File: config.mk
export PLATFORM = sky130hd
export DESIGN_NAME = pdwake_seq
export DESIGN_NICKNAME = d
export VERILOG_FILES = /design/src/rtl/pdwake_pkg.sv /design/src/rtl/pdwake_qual.sv /design/src/rtl/pdwake_datapath.sv /design/src/rtl/pdwake_ctrl.sv /design/src/rtl/pdwake_seq.sv
export SDC_FILE = /design/constraint.sdc
export NUM_CORES = 1
export LEC_CHECK = 0
export ABC_CLOCK_PERIOD_IN_PS = 3900
export BUFFER_PORTS_ARGS = -buffer_cell sky130_fd_sc_hd__buf_2
export CAP_MARGIN = 10
export CORE_MARGIN = 2
export CORE_UTILIZATION = 57
export CTS_CLUSTER_SIZE = 16
export DETAILED_ROUTE_END_ITERATION = 10
export GPL_TIMING_DRIVEN = 0
export PLACE_DENSITY_LB_ADDON = 0.1
export SYNTH_ARGS = -nofsm -noshare
export SYNTH_HDL_FRONTEND = slang
export SYNTH_SLANG_ARGS = --single-unit
File: constraint.sdc
create_clock -name clk -period 3.9 [get_ports clk]
set_input_delay 0.39 -clock clk [delete_from_list [all_inputs] [get_ports clk]]
set_output_delay 0.39 -clock clk [all_outputs]
set_load 0.005 [all_outputs]
File: src/rtl/pdwake_pkg.sv
package pdwake_pkg;

  typedef enum logic [2:0] {
    PH_RUN   = 3'd0,
    PH_ENTRY = 3'd1,
    PH_SLEEP = 3'd2,
    PH_VREG  = 3'd3,
    PH_PLL   = 3'd4,
    PH_FLASH = 3'd5,
    PH_BOOT  = 3'd6
  } phase_e;

  // strobes from control to datapath
  typedef struct packed {
    logic latchCfg;
    logic cntClr;
    logic qualEn;
    logic setFlag;
  } ctrlStrobe_t;

  // status from datapath to control
  typedef struct packed {
    logic stepDone;
    logic wakeHit;
    logic resetPath;
  } dpStatus_t;

  function automatic int maxOf(input int a, input int b);
    return (a > b) ? a : b;
  endfunction

endpackage

File: src/rtl/pdwake_qual.sv
module pdwake_qual #(
  parameter int QUAL_TICKS = 13
) (
  input  logic clk,
  input  logic rstN,
  input  logic en,
  input  logic pinIn,
  output logic hit
);
  localparam int QW = $clog2(QUAL_TICKS + 1);

  logic          armed;
  logic [QW-1:0] lowCnt;

  // armed only becomes set while enabled, so no enable term is needed here
  assign hit = armed && !pinIn && (lowCnt == QW'(QUAL_TICKS - 1));

  always_ff @(posedge clk or negedge rstN) begin
    if (!rstN) begin
      armed  <= 1'b0;
      lowCnt <= '0;
    end else if (!en) begin
      armed  <= 1'b0;
      lowCnt <= '0;
    end else if (pinIn) begin
      armed  <= 1'b1;
      lowCnt <= '0;
    end else if (armed) begin
      if (hit) begin
        armed  <= 1'b0;
        lowCnt <= '0;
      end else begin
        lowCnt <= lowCnt + 1'b1;
      end
    end
  end
endmodule

File: src/rtl/pdwake_datapath.sv
module pdwake_datapath
  import pdwake_pkg::*;
#(
  parameter int PIN_ALTS    = 2,
  parameter int ENTRY_SLOTS = 2,
  parameter int QUAL_TICKS  = 13,
  parameter int VREG_TICKS  = 40,
  parameter int PLL_TICKS   = 50,
  parameter int FLASH_TICKS = 40,
  parameter int BOOT_TICKS  = 60
) (
  input  logic                        clk,
  input  logic                        rstN,
  input  ctrlStrobe_t                 strobe,
  input  phase_e                      curPhase,
  input  logic [1:0]                  wakeSrc,
  input  logic                        wakeMode,
  input  logic [$clog2(PIN_ALTS)-1:0] extPinSel,
  input  logic [$clog2(PIN_ALTS)-1:0] rxPinSel,
  input  logic [PIN_ALTS-1:0]         extIntIn,
  input  logic [PIN_ALTS-1:0]         rxIn,
  input  logic                        regReady,
  input  logic                        pllLock,
  input  logic                        flashReady,
  input  logic                        bootDone,
  input  logic                        flagClr,
  output dpStatus_t                   status,
  output logic                        wakeFromReset
);
  localparam int SEL_W  = $clog2(PIN_ALTS);
  localparam int MAX_T  = maxOf(maxOf(ENTRY_SLOTS, VREG_TICKS),
                                maxOf(PLL_TICKS, maxOf(FLASH_TICKS, BOOT_TICKS)));
  localparam int CNT_W  = $clog2(MAX_T + 1);
  localparam int N_SRC  = 2;

  logic [1:0]       cfgSrc;
  logic             cfgMode;
  logic [SEL_W-1:0] cfgExtSel;
  logic [SEL_W-1:0] cfgRxSel;
  logic [CNT_W-1:0] cnt;
  logic [N_SRC-1:0] srcPin;
  logic [N_SRC-1:0] srcHit;

  // configuration captured at the accepted request
  always_ff @(posedge clk or negedge rstN) begin
    if (!rstN) begin
      cfgSrc    <= '0;
      cfgMode   <= 1'b0;
      cfgExtSel <= '0;
      cfgRxSel  <= '0;
    end else if (strobe.latchCfg) begin
      cfgSrc    <= wakeSrc;
      cfgMode   <= wakeMode;
      cfgExtSel <= extPinSel;
      cfgRxSel  <= rxPinSel;
    end
  end

  assign srcPin[0] = extIntIn[cfgExtSel];
  assign srcPin[1] = rxIn[cfgRxSel];

  for (genvar i = 0; i < N_SRC; i++) begin : g_qual
    pdwake_qual #(.QUAL_TICKS(QUAL_TICKS)) u_qual (
      .clk   (clk),
      .rstN  (rstN),
      .en    (strobe.qualEn && cfgSrc[i]),
      .pinIn (srcPin[i]),
      .hit   (srcHit[i])
    );
  end

  // phase tick counter
  always_ff @(posedge clk or negedge rstN) begin
    if (!rstN)              cnt <= '0;
    else if (strobe.cntClr) cnt <= '0;
    else                    cnt <= cnt + 1'b1;
  end

  always_comb begin
    unique case (curPhase)
      PH_ENTRY: status.stepDone = (cnt == CNT_W'(ENTRY_SLOTS - 1));
      PH_VREG:  status.stepDone = regReady   || (cnt == CNT_W'(VREG_TICKS - 1));
      PH_PLL:   status.stepDone = pllLock    || (cnt == CNT_W'(PLL_TICKS - 1));
      PH_FLASH: status.stepDone = flashReady || (cnt == CNT_W'(FLASH_TICKS - 1));
      PH_BOOT:  status.stepDone = bootDone   || (cnt == CNT_W'(BOOT_TICKS - 1));
      default:  status.stepDone = 1'b0;
    endcase
  end

  assign status.wakeHit   = |(srcHit & cfgSrc);
  assign status.resetPath = cfgMode;

  // sticky flag: only power-on reset or software clears it
  always_ff @(posedge clk or negedge rstN) begin
    if (!rstN)               wakeFromReset <= 1'b0;
    else if (strobe.setFlag) wakeFromReset <= 1'b1;
    else if (flagClr)        wakeFromReset <= 1'b0;
  end
endmodule

File: src/rtl/pdwake_ctrl.sv
module pdwake_ctrl
  import pdwake_pkg::*;
(
  input  logic        clk,
  input  logic        rstN,
  input  logic        hwReset,
  input  logic        pdReq,
  input  logic        pdUnlock,
  input  dpStatus_t   status,
  output ctrlStrobe_t strobe,
  output phase_e      curPhase,
  output logic        clkRun,
  output logic        cpuReset
);
  phase_e state, nextState;
  logic   reqOk;

  assign reqOk = pdReq && pdUnlock;

  always_comb begin
    nextState = state;
    unique case (state)
      PH_RUN:   if (reqOk)           nextState = PH_ENTRY;
      PH_ENTRY: if (status.stepDone) nextState = PH_SLEEP;
      PH_SLEEP: if (status.wakeHit)  nextState = PH_VREG;
      PH_VREG:  if (status.stepDone) nextState = PH_PLL;
      PH_PLL:   if (status.stepDone) nextState = status.resetPath ? PH_FLASH : PH_RUN;
      PH_FLASH: if (status.stepDone) nextState = PH_BOOT;
      PH_BOOT:  if (status.stepDone) nextState = PH_RUN;
      default:                       nextState = PH_RUN;
    endcase
    if (hwReset) nextState = PH_RUN;
  end

  always_ff @(posedge clk or negedge rstN) begin
    if (!rstN) state <= PH_RUN;
    else       state <= nextState;
  end

  assign strobe.latchCfg = (state == PH_RUN) && reqOk && !hwReset;
  assign strobe.cntClr   = (nextState != state);
  assign strobe.qualEn   = (state == PH_SLEEP);
  assign strobe.setFlag  = (state == PH_BOOT) && status.stepDone && !hwReset;

  assign curPhase = state;
  assign clkRun   = (state == PH_RUN) || (state == PH_ENTRY) ||
                    (state == PH_FLASH) || (state == PH_BOOT);
  assign cpuReset = hwReset ||
                    (status.resetPath && ((state == PH_VREG) || (state == PH_PLL) ||
                                          (state == PH_FLASH) || (state == PH_BOOT)));
endmodule

File: src/rtl/pdwake_seq.sv
module pdwake_seq
  import pdwake_pkg::*;
#(
  parameter int PIN_ALTS    = 2,
  parameter int ENTRY_SLOTS = 2,
  parameter int QUAL_TICKS  = 13,
  parameter int VREG_TICKS  = 40,
  parameter int PLL_TICKS   = 50,
  parameter int FLASH_TICKS = 40,
  parameter int BOOT_TICKS  = 60
) (
  input  logic                        clk,
  input  logic                        rstN,
  input  logic                        hwReset,
  input  logic                        pdReq,
  input  logic                        pdUnlock,
  input  logic [1:0]                  wakeSrc,
  input  logic                        wakeMode,
  input  logic [$clog2(PIN_ALTS)-1:0] extPinSel,
  input  logic [$clog2(PIN_ALTS)-1:0] rxPinSel,
  input  logic [PIN_ALTS-1:0]         extIntIn,
  input  logic [PIN_ALTS-1:0]         rxIn,
  input  logic                        regReady,
  input  logic                        pllLock,
  input  logic                        flashReady,
  input  logic                        bootDone,
  input  logic                        flagClr,
  output logic [2:0]                  phase,
  output logic                        clkRun,
  output logic                        cpuReset,
  output logic                        wakeFromReset
);
  ctrlStrobe_t strobe;
  dpStatus_t   status;
  phase_e      curPhase;

  pdwake_ctrl u_ctrl (
    .clk      (clk),
    .rstN     (rstN),
    .hwReset  (hwReset),
    .pdReq    (pdReq),
    .pdUnlock (pdUnlock),
    .status   (status),
    .strobe   (strobe),
    .curPhase (curPhase),
    .clkRun   (clkRun),
    .cpuReset (cpuReset)
  );

  pdwake_datapath #(
    .PIN_ALTS    (PIN_ALTS),
    .ENTRY_SLOTS (ENTRY_SLOTS),
    .QUAL_TICKS  (QUAL_TICKS),
    .VREG_TICKS  (VREG_TICKS),
    .PLL_TICKS   (PLL_TICKS),
    .FLASH_TICKS (FLASH_TICKS),
    .BOOT_TICKS  (BOOT_TICKS)
  ) u_dp (
    .clk           (clk),
    .rstN          (rstN),
    .strobe        (strobe),
    .curPhase      (curPhase),
    .wakeSrc       (wakeSrc),
    .wakeMode      (wakeMode),
    .extPinSel     (extPinSel),
    .rxPinSel      (rxPinSel),
    .extIntIn      (extIntIn),
    .rxIn          (rxIn),
    .regReady      (regReady),
    .pllLock       (pllLock),
    .flashReady    (flashReady),
    .bootDone      (bootDone),
    .flagClr       (flagClr),
    .status        (status),
    .wakeFromReset (wakeFromReset)
  );

  assign phase = curPhase;
endmodule

==> results.tsv <==
stage	metric	value	unit
critical_path	Startpoint Class	flip-flop	
clocking	CTS hold repair buffers	0	
grt	GRT Total Usage	0.209	
yosys	adder-cell share of the synthesized area	0.0483	
placed_design	dpl cell area	0.00171	mm²
detailed_routing	Pre-antenna DRT Iters	4	
grt	met1 usage	0.290	
yosys	post-synthesis instance area	0.00155	mm²
detailed_routing	Routed Antenna Nets	0	
yosys	Async SR Flop Fraction	1.00	
timing	fin crit share	0.638	
grt	GR peak layer	met2	
clocking	clk sink count	25	
critical_path	CP Class	flip-flop to flip-flop	
clocking	CTS resizes	0	
grt	vias in the first global route	1255	
timing	WHS	23.0	ps
power_and_ir_drop	PD cells	448	mW/mm²
critical_path	largest fanout on the critical path	9	
power_and_ir_drop	sw frac	0.370	
cells_and_area	Antenna Cells	0	
power_and_ir_drop	largest vdd supply drop	0.000315	V
grt	largest net degree at the start of global routing	26	
power_and_ir_drop	total power draw	0.779	mW
critical_path	Worst Path Required	4090	ps
detailed_routing	drt wl/cell	14.1	µm
timing	setup tns final	0	ps
yosys	cell count after synthesis	165	
detailed_routing	vias post-DR	1318	
placed_design	routability cong.	0.916	
placed_design	port bufs	24	
timing	Worst Skew	6.39	ps
timing	Final min period	2490	ps
cells_and_area	synthesis-to-finish area growth	11.9	%
cells_and_area	commonest non-fill, non-tap cells in the layout	25 x buf_2, 25 x dfrtp_1, 15 x nor2_1	
grt	initial antenna violation count	0	
cells_and_area	fraction of layout cells with a size suffix above 1	0.212	
floorplan	I/O pins	25	
yosys	Post-synth EDFFs	0	
floorplan	Row Count	18	
yosys	multiplexer area fraction after synthesis	0.0749	
detailed_routing	Initial DRC Count	46	
timing	Max Slew Vio Count	0	
yosys	syn nets	190	
grt	M3 GR Usage	0.0209	
yosys	Yosys reg bits	25	
detailed_routing	drt total wl	3150	µm
yosys	Compound-Gate Fraction of Synth Area	0.143	
placed_design	hpwl dp	2350	µm
yosys	Synthesis Warnings	0	
clocking	Clk Latency, worst-skew pair	320	ps
cells_and_area	Post-Layout Inst Area	0.00174	mm²
timing	RSZ-0062 raised after global routing	no	
floorplan	die height	56.2	µm
power_and_ir_drop	Psw	0.288	mW
cells_and_area	final net count	219	
yosys	Synth Flop Type	dfrtp_1	
critical_path	nature of the critical path endpoint	flip-flop	
timing	Setup violations, final	0	
power_and_ir_drop	internal cell power	0.491	mW
timing	worst-margin pin slew	552	ps
yosys	main combinational cell family by area after synthesis	simple AND/OR/NAND/NOR gates	
clocking	Worst-path clk slew	140	ps
power_and_ir_drop	Comb pwr share	0.395	
clocking	CTS tree	yes	
power_and_ir_drop	LEAKAGE	0.749	nW
floorplan	chip width	56.2	µm
power_and_ir_drop	clock share of power	0.151	
yosys	syn avg cell area	9.42	µm²
clocking	CTS buffer count	3	
timing	Slew headroom	0.621	
status	status	finished clean	
yosys	simple-gate share of the synthesized area	0.248	
run	Max-Cap Viols	0	
clocking	H-tree depth	1	
timing	f_max	402	MHz
detailed_routing	drt drc	0	
yosys	Cell variety after synth	44	
critical_path	Worst EP arrival	2680	ps
detailed_routing	Avg Vias per Cell	5.91	
floorplan	area of the die	0.00316	mm²
yosys	xor/xnor cell area share of the yosys netlist	0.0395	
floorplan	Starting Density	0.616	
timing	final hold vios	0	
power_and_ir_drop	Flop pwr share	0.454	
clocking	postcts setup bufs	0	
grt	Global Route met2 Usage	0.334	
floorplan	Core Area	0.00252	mm²
cells_and_area	number of fill cells in the layout	211	
grt	first-pass GRT wire length	5300	µm
grt	GRT overflow	0	
yosys	register area share after synthesis	0.403	
clocking	clk buf depth	2	
hold_path	Hold Path Class	input pin to asynchronous set/reset pin	
clocking	clk root buf	clkbuf_4	
==> stage by stage <==
stage,instances,worst slack [ps],util
2_1_floorplan,165,1790,-
3_3_place_gp,219,1580,0.679
3_5_place_dp,219,1520,0.679
4_1_cts,223,1470,0.689
5_1_grt,223,1240,0.689
6_report,223,1410,0.689
==> cells by family (layout without fill, tap and decap cells) <==
| kind of cell | after synthesis | after routing |
|---|---|---|
| AO/OA/AOI/OAI | 32 | 32 |
| XOR/XNOR | 7 | 7 |
| adder cells (fa/ha/maj) | 6 | 6 |
| buffers and inverters | 16 | 44 |
| flip-flops | 25 | 25 |
| multiplexers | 11 | 11 |
| AND/OR/NAND/NOR | 68 | 68 |
==> flip-flops by register name, summed over array words and instances, names as in the netlist <==
register,count
u_dp.wakeFromReset,1
u_dp.cfgRxSel,1
u_dp.cfgSrc,2
u_dp.cfgExtSel,1
u_dp.g_qual.u_qual.armed,2
u_dp.g_qual.u_qual.lowCnt,8
u_dp.cfgMode,1
u_dp.cnt,6
u_ctrl.curPhase,3
==> synth_stat cells, types with 2 or more instances <==
master | instances | area (µm²)
a21oi_1 | 6 | 30.0
a22oi_1 | 3 | 22.5
a31oi_1 | 2 | 12.5
and2_1 | 3 | 18.8
and3_1 | 4 | 25.0
clkbuf_1 | 5 | 18.8
dfrtp_1 | 25 | 626
ha_1 | 6 | 75.1
inv_1 | 9 | 33.8
mux2_2 | 5 | 56.3
mux2i_1 | 6 | 60.1
nand2_1 | 8 | 30.0
nand2b_1 | 4 | 25.0
nand3_1 | 8 | 40.0
nand4_1 | 3 | 18.8
nor2_1 | 15 | 56.3
nor2b_1 | 3 | 18.8
nor3_1 | 9 | 45.0
nor4bb_1 | 4 | 40.0
o21ai_0 | 7 | 35.0
o22ai_1 | 2 | 12.5
xnor2_1 | 4 | 35.0
xor2_1 | 3 | 26.3
==> metal layers <==
layer	share of wire	up-vias	routed length (µm)
met5	0	-	0
met4	0.016	0	49
met3	0.037	7	118
met2	0.47	34	1490
met1	0.47	621	1490
li1	-	656	-
==> critical path, stage by stage, from the launching register on <==
cell and delay, ps:
dfrtp_1 390, clkbuf_1 210, nor4b_2 390, nand3_1 220, o21a_1 160, a211oi_1 320, mux2i_1 550, nor3_1 130
==> layout make-up <==
class                   count  area (µm²)  area share
plain buffers               7        35.0      0.0201
clock buffers               3        22.5      0.0129
inverters                   9        33.8      0.0194
clock inverters             1        5.00     0.00288
multi-input cells         124         860       0.494
repair buffers             24         120      0.0691
well taps                  30        37.5      0.0216
flip-flops and latches     25         626       0.360
==> worst paths after layout <==
kind                       slack (ps)                    startpoint                                           to  cells past startpoint
hold reg to reg                   520    u_dp.cfgSrc[1]$_DFFE_PN0P_                   u_dp.cfgSrc[1]$_DFFE_PN0P_                      1
hold / removal                     20                          rstN  u_dp.g_qual[0].u_qual.lowCnt[2]$_DFFE_PN0P_                      1
max in group asynchronous        3510                          rstN               u_dp.wakeFromReset$_DFFE_PN0P_                      1
setup reg to reg                 1410  u_ctrl.curPhase[1]$_DFF_PN0_                        u_dp.cnt[3]$_DFF_PN0_                      7
setup / recovery                 1410  u_ctrl.curPhase[1]$_DFF_PN0_                        u_dp.cnt[3]$_DFF_PN0_                      7
min in group clk                  240                       flagClr               u_dp.wakeFromReset$_DFFE_PN0P_                      2
==> power groups by stage <==
stage | clock, mW | combinational (mW) | sequential (mW)
6_report | 0.117 | 0.308 | 0.354
5_1_grt | 0.133 | 0.339 | 0.362
2_1_floorplan | 0 | 0.234 | 0.349
3_5_place_dp | 0 | 0.304 | 0.360
4_1_cts | 0.125 | 0.305 | 0.354
3_3_place_gp | 0 | 0.296 | 0.357
Note: power is estimated with default switching activity, not from simulation.
